===== src/rtl/useq_ctl.sv =====
module useq_ctl #(
  parameter int AW    = 8,
  parameter int CW    = 8,
  parameter int NF    = 4,
  parameter int DEPTH = 6,
  parameter int OPW   = 4,
  parameter int MAPSH = 3,
  localparam int SW   = $clog2(NF),
  localparam int MW   = CW + AW + SW + 5,
  localparam int PW   = $clog2(DEPTH + 1)
) (
  input  logic          clk,
  input  logic          rst,
  input  logic [MW-1:0] uword,
  input  logic [OPW-1:0] opcode,
  input  logic [NF-1:0] flags,
  input  logic          irq,
  input  logic [AW-1:0] vec,
  output logic [AW-1:0] uaddr,
  output logic [CW-1:0] ctl,
  output logic          err
);

  localparam logic [2:0] S_CONT = 3'd0, S_JMP = 3'd1, S_CJMP = 3'd2, S_MAP = 3'd3,
                         S_CALL = 3'd4, S_RET = 3'd5, S_LEND = 3'd6, S_VEC = 3'd7;

  logic [AW-1:0] upc, cnt, nxt, tgt, top;
  logic [MW-1:0] pl;
  logic [NF-1:0] stat;
  logic [AW-1:0] stk [DEPTH];
  logic [PW-1:0] sp;
  logic [2:0]    seq;
  logic [SW-1:0] csel;
  logic          pol, lpb, empty, full;
  logic          cancel, push, pop, ld, dec, bad;

  assign uaddr = upc;
  assign ctl   = pl[MW-1 -: CW];
  assign tgt   = pl[AW-1:0];
  assign seq   = pl[AW+2:AW];
  assign csel  = pl[AW+3 +: SW];
  assign pol   = pl[AW+3+SW];
  assign lpb   = pl[AW+4+SW];
  assign empty = (sp == '0);
  assign full  = (sp == PW'(DEPTH));
  assign top   = empty ? '0 : stk[sp - 1'b1];

  always_comb begin
    nxt = upc + 1'b1;
    cancel = 1'b0; push = 1'b0; pop = 1'b0;
    ld = 1'b0; dec = 1'b0; bad = 1'b0;
    case (seq)
      S_CONT: if (lpb) begin
                push = 1'b1; ld = 1'b1;
              end else if (irq) begin
                nxt = vec; cancel = 1'b1; push = 1'b1;
              end
      S_JMP:  begin nxt = tgt; cancel = 1'b1; end
      S_CJMP: if (stat[csel] ^ pol) begin nxt = tgt; cancel = 1'b1; end
      S_MAP:  begin nxt = AW'(opcode) << MAPSH; cancel = 1'b1; end
      S_CALL: begin nxt = tgt; cancel = 1'b1; push = 1'b1; end
      S_RET:  if (empty) bad = 1'b1;
              else begin nxt = top; cancel = 1'b1; pop = 1'b1; end
      S_LEND: if (empty) bad = 1'b1;
              else if (cnt != '0) begin nxt = top; cancel = 1'b1; dec = 1'b1; end
              else pop = 1'b1;
      S_VEC:  begin nxt = vec; cancel = 1'b1; end
    endcase
    if (push && full) begin
      push = 1'b0; bad = 1'b1;
    end
  end

  always_ff @(posedge clk) begin
    if (rst) begin
      upc  <= '0;
      pl   <= '0;
      stat <= '0;
      sp   <= '0;
      cnt  <= '0;
      err  <= 1'b0;
    end else begin
      upc  <= nxt;
      pl   <= cancel ? '0 : uword;
      stat <= flags;
      if (bad) err <= 1'b1;
      if (push) sp <= sp + 1'b1;
      else if (pop) sp <= sp - 1'b1;
      if (ld) cnt <= tgt;
      else if (dec) cnt <= cnt - 1'b1;
    end
  end

  always_ff @(posedge clk) begin
    if (!rst && push) stk[sp] <= upc;
  end


  seq_inc_chk: assert property (@(posedge clk) disable iff (rst)
    (seq == S_CONT && !irq) |=> uaddr == $past(uaddr) + 1'b1);


  jump_cancel_chk: assert property (@(posedge clk) disable iff (rst)
    (seq == S_JMP) |=> (uaddr == $past(tgt) && ctl == '0));


  map_entry_chk: assert property (@(posedge clk) disable iff (rst)
    (seq == S_MAP) |=> uaddr == (AW'($past(opcode)) << MAPSH));


  loop_dec_chk: assert property (@(posedge clk) disable iff (rst)
    (seq == S_LEND && !empty && cnt != '0) |=> cnt == $past(cnt) - 1'b1);


  ovf_hold_chk: assert property (@(posedge clk) disable iff (rst)
    (seq == S_CALL && full) |=> (full && err));


  err_sticky_chk: assert property (@(posedge clk) disable iff (rst)
    err |=> err);

endmodule


===== config.mk =====
export PLATFORM = sky130hd
export DESIGN_NAME = useq_ctl
export DESIGN_NICKNAME = d
export VERILOG_FILES = /design/src/rtl/useq_ctl.sv
export SDC_FILE = /design/constraint.sdc
export NUM_CORES = 1
export LEC_CHECK = 0
export ABC_AREA = 1
export BUFFER_PORTS_ARGS = -buffer_cell sky130_fd_sc_hd__buf_2
export CAP_MARGIN = 20
export CELL_PAD_IN_SITES_DETAIL_PLACEMENT = 0
export CELL_PAD_IN_SITES_GLOBAL_PLACEMENT = 2
export CORE_MARGIN = 3
export CORE_UTILIZATION = 34
export CTS_CLUSTER_SIZE = 40
export DETAILED_ROUTE_END_ITERATION = 7
export PLACE_DENSITY_LB_ADDON = 0.1
export SYNTH_ARGS = -nofsm -noshare
export SYNTH_HDL_FRONTEND = slang
export SYNTH_SLANG_ARGS = --single-unit

===== constraint.sdc =====
create_clock -name clk -period 3.1 [get_ports clk]
set_clock_uncertainty 0.2 [all_clocks]
set_input_delay 0.62 -clock clk [delete_from_list [all_inputs] [get_ports clk]]
set_output_delay 0.62 -clock clk [all_outputs]
set_load 0.005 [all_outputs]

======== Word level (Yosys, flattened, before mapping) ========
Memory sizes are Yosys's and may differ from the RTL's.
Cells that the tools add are included.
W data, S select, Z words.
storage, ports and cells
  register bits ........................... 47
  bits in writable memories ............... 48
  word-level logic and storage cells ...... 67
  memories kept ........................... 1
cells by class
  add/subtract/negate cells ............... 4
  $lt $le $gt $ge ......................... 1
  equality and inequality tests ........... 8
  muxes and demuxes ....................... 34
  bitwise gates (word level) .............. 1
  reduce and logical (&&, ||, !) cells .... 12
memory list
  name  words  width  rd ports  clocked after memory_dff  wr ports  RTL line  source
  stk   6      8      1         0                         1         30        logic [AW-1:0] stk [DEPTH];
operator list
  operator               number
  $mux W8                8
  $pmux W8 S7            1
  $mux W1                19
  $eq A3 B3 Y1 const B   5
  $add A8 B1 Y8 const B  1
  $reduce_bool A8 Y1     1
  $sub A8 B1 Y8 const B  1
  $eq A3 B2 Y1 const B   2
  $logic_not A3 Y1       2
  $mux W3                2
  $reduce_or A2 Y1       3
  $pmux W1 S5            1
  $pmux W1 S2            2
  $reduce_bool A2 Y1     2
  $reduce_or A4 Y1       1
  $add A3 B1 Y3 const B  1
  $eq A3 B1 Y1 const B   1
  $lt A2 B3 Y1 const B   1
  $sub A3 B1 Y3 const B  1
  $bmux W1 S2            1
  $logic_and A1 B1 Y1    2
  $logic_not A1 Y1       1
  $xor A1 B1 Y1          1

======== Depth between registers and ports, before layout ========
  word-level depth ........................ 8
  depth in mapped cells ................... 13
  mapped depth without buffers ............ 13

======== Worst setup path before layout ========
OpenSTA, ideal clock, no wires.
  path kind ............................... input-to-reg
  start ................................... input rst
  end ..................................... memory stk[0][0] (enable)
  setup time .............................. 383 ps
  arrival time ............................ 1713 ps
  required time ........................... 2517 ps
  slack ................................... 803 ps
  stages on the path ...................... 4
  cell sequence ........................... clkbuf_8 -> clkinv_1 -> nand4_1 -> nor3_1
on the way
  cells in the longest elaborated chain, start to end .. 4
ends and longest elaborated chain
  item                           RTL line  source
  start: declaration             13        input logic rst,
  $logic_not A1 Y1               95        if (!rst && push) stk[sp] <= upc;
  $logic_and A1 B1 Y1            95
  $mux W1                        95
  $mux W1 (implied by the code)  95
  end: declaration               30
No other way between the ends.

======== Worst setup path in the final report ========
  start ................................... register sp[0]
  end ..................................... memory stk[1][0] (enable)
on the way
  cells in the longest elaborated chain, start to end .. 6
ends and longest elaborated chain
  item                           RTL line  source
  start: declaration             31        logic [PW-1:0] sp;
  start signal: assignment       87        if (push) sp <= sp + 1'b1;
  start signal: assignment       88        else if (pop) sp <= sp - 1'b1;
  $eq A3 B3 Y1                   45        assign full = (sp == PW'(DEPTH));
  $logic_and A1 B1 Y1            69        if (push && full) begin
  $mux W1                        69
  $logic_and A1 B1 Y1            95
  $mux W1                        95
  $mux W1 (implied by the code)  95
Several ways; a longest one is shown, not always the timed one.

==> flow_summary.ini <==
[outcome]
status = completed

[floorplanning]
fp-row-count = 41
dieArea_um2 = 14500
core-area_um2 = 12700
start_util_pct = 35.0
die_h_um = 120
io_pins = 59
die_x_um = 120

[logic_synthesis]
synth-compound-area-share_pct = 6.80
syn_area_um2 = 4450
syn_nets = 575
synthXorXnorAreaFrac_pct = 2.56
synthCells = 527
synthArstFlopShare_pct = 0
ys.flop_type = edfxtp_1
ys_ff_latch = 95
synth_top_family_by_area = simple AND/OR/NAND/NOR gates
synth-seq-area-share_pct = 53.5
synth_cell_types = 36
ys_warn_count = 0
avgSynthCellArea_um2 = 8.45
synthMuxAreaShare_pct = 0.225
synth_edf_count = 48
synth_simple_gate_area_share_pct = 25.8
synth_fa_ha_area_share_pct = 1.69

[critical_path]
cp_max_fo = 8
cpMaxStageDelayCell = nor3_1
worstSetupStartpointType = flip-flop
startpoint = sp[0]
path_cells = inv_2 > ha_1 > nand2_1 > nand4_1 > nor3_1
worstPathArrival_ns = 2.38
r2r-end = stk[1][0]
r2r_setup_slack_ns = 0.49
r2r_cells = 5
r2r-start = sp[0]
critical_path.max_stage_delay_ns = 0.95
cp-end-kind = flip-flop
crit_type = flip-flop to flip-flop
cp.required_ns = 2.87

[clock_network]
h-tree-depth = 3
cts_resized = 0
postCtsSetupBuffers = 0
cts_hold_buf = 0
clkTransAtPathRegs_ns = 0.07
tritoncts = built
root_buffer = clkbuf_16
cts_buffers = 9
numClockSinks = 95
worstSkewPairLatency_ns = 0.35
clockBufferDepth = 2

[pwr]
p_sw_share_pct = 30.3
p_int_mw = 2.25
pwr-share-clk_pct = 34.3
peakVddDrop_uv = 230
powerDensity_nw_per_um2 = 627
combPwrFrac_pct = 19.5
leakage_nw = 2.39
switchingPower_uw = 977
pwr-share-seq_pct = 46.3

[layout]
multi_input_area_um2 = 1650
antenna_cells = 0
fillers = 1348
regArea_um2 = 2380
drive_above_1_share_pct = 17.5
area_growth_pct = 15.7
fin_nets = 631
final_cell_count_no_fill = 760

[detailed_routing]
drt_iter0_markers = 185
wirelength_um = 11700
wl_met3_um = 603
highest_layer = met4
via_count = 3470
drt-vias-per-instance = 4.57
met2WireLength_um = 5060
met1_length_um = 5740
detail-route-antenna-nets = 0
wl_per_cell_um = 15.4
drt_pre_antenna_iters = 4
drcViolationCount = 0

[sta]
drv_slew = 0
final_hold_viol_count = 0
setup_viol = 0
fin_crit_sh_pct = 84.1
worst_pin_slew_ns = 1.04
period_minus_slack_ns = 2.61
max_slew_margin_pct = 30.0
rsz0062_at_grt = false
fmax_mhz = 383
setup_tns_ns = 0

[grt]
grt_first_pass_wirelength_um = 18000
grt_pass1_vias = 3386
gr-total-overflow = 0
antenna_found_initial = 0
track_usage_pct = 16.7
grt_max_degree = 30

[placement]
dp_cells = 743
gp_congestion = 0.849
hpwl_um = 8790
numPortBuffers = 58

[job]
cap_violations = 0

[min_path]
hold_depth = 2
hold_end = cnt[1]
hold_class = flip-flop to flip-flop
worstHoldStart = cnt[1]
[cells in the mapped netlist, types with 6 or more instances]
library cell  count  share of area [%]
xor2_1            8                1.6
a31oi_1           6               0.84
o21ai_0          28                3.1
or2_2             6               0.84
nor2_1           71                6.0
inv_1            67                5.7
nand2_1         133                 11
nor3_1            6               0.67
buf_2             7               0.79
dfxtp_1          47                 21
ha_1              6                1.7
buf_4             8                1.3
a21oi_1           9                1.0
edfxtp_1         48                 32
nand3_1          32                3.6
[cells by family after synthesis]
family	count (synthesis)
flip-flops	95
AO/OA/AOI/OAI	54
adder cells (fa/ha/maj)	6
buffers and inverters	92
XOR/XNOR	13
multiplexers	1
AND/OR/NAND/NOR	266
[stage by stage]
step / total power, mW / worst slack [ns] / utilization [%] / instance area, um2 / hold WS, ns
finish: 3.23 / 0.492 / 40.5 / 5150 / 0.268
floorplan: 1.94 / 0.803 / - / 4450 / 0.241
global placement: 2.15 / 0.440 / 38.1 / 4850 / 0.260
CTS: 3.27 / 0.489 / 40.5 / 5150 / 0.262
global route: 3.41 / 0.338 / 40.5 / 5150 / 0.275
detailed placement: 2.15 / 0.363 / 38.1 / 4850 / 0.265
[worst max-delay path, delay by kind of cell (launching register included)]
family	cells	cell delay (ns)
buffers and inverters	1	0.05
adder cells (fa/ha/maj)	1	0.18
AND/OR/NAND/NOR	3	1.44
flip-flops	1	0.35
[registers in the layout, indices dropped and copies added (netlist names)]
register  flops
stat          4
pl           23
sp            3
err           1
stk          48
uaddr         8
cnt           8
[cells in the final DEF, fill, tap and decap left out, types with 9 or more instances in the layout]
master     instances
a21oi_1            9
buf_2             59
clkbuf_16          9
dfxtp_1           47
edfxtp_1          48
inv_1             67
nand2_1          133
nand3_1           32
nor2_1            71
o21ai_0           28
[power groups by stage]
stage	Clock (mW)	Combinational (mW)	Sequential, mW
finish	1.11	0.628	1.49
global route	1.19	0.710	1.51
CTS	1.14	0.628	1.50
detailed placement	0	0.624	1.53
global placement	0	0.625	1.53
floorplan	0	0.451	1.49
[how the worst max path moves through the flow]
stage / endpoint
final: stk[1][0]
after global routing: uaddr[7]
after CTS: stk[2][1]
after detailed placement: stk[1][0]
after global placement: stk[2][4]
after floorplan: stk[0][0]
[final cells by class]
| type | instances | area share, % |
|---|---|---|
| inverters | 73 | 5.32 |
| multi-input cells | 340 | 32.1 |
| repair buffers | 64 | 6.46 |
| flip-flops and latches | 95 | 46.2 |
| well taps | 172 | 4.18 |
| clock buffers | 10 | 4.44 |
| clock inverters | 6 | 1.29 |
[layer usage]
metal / vias up / track usage (%)
li1: 1787 / -
met1: 1582 / 23.7
met2: 81 / 24.7
met3: 20 / 3.32
met4: 0 / 7.51
met5: - / 0
Power figures use the tool's default switching activity.
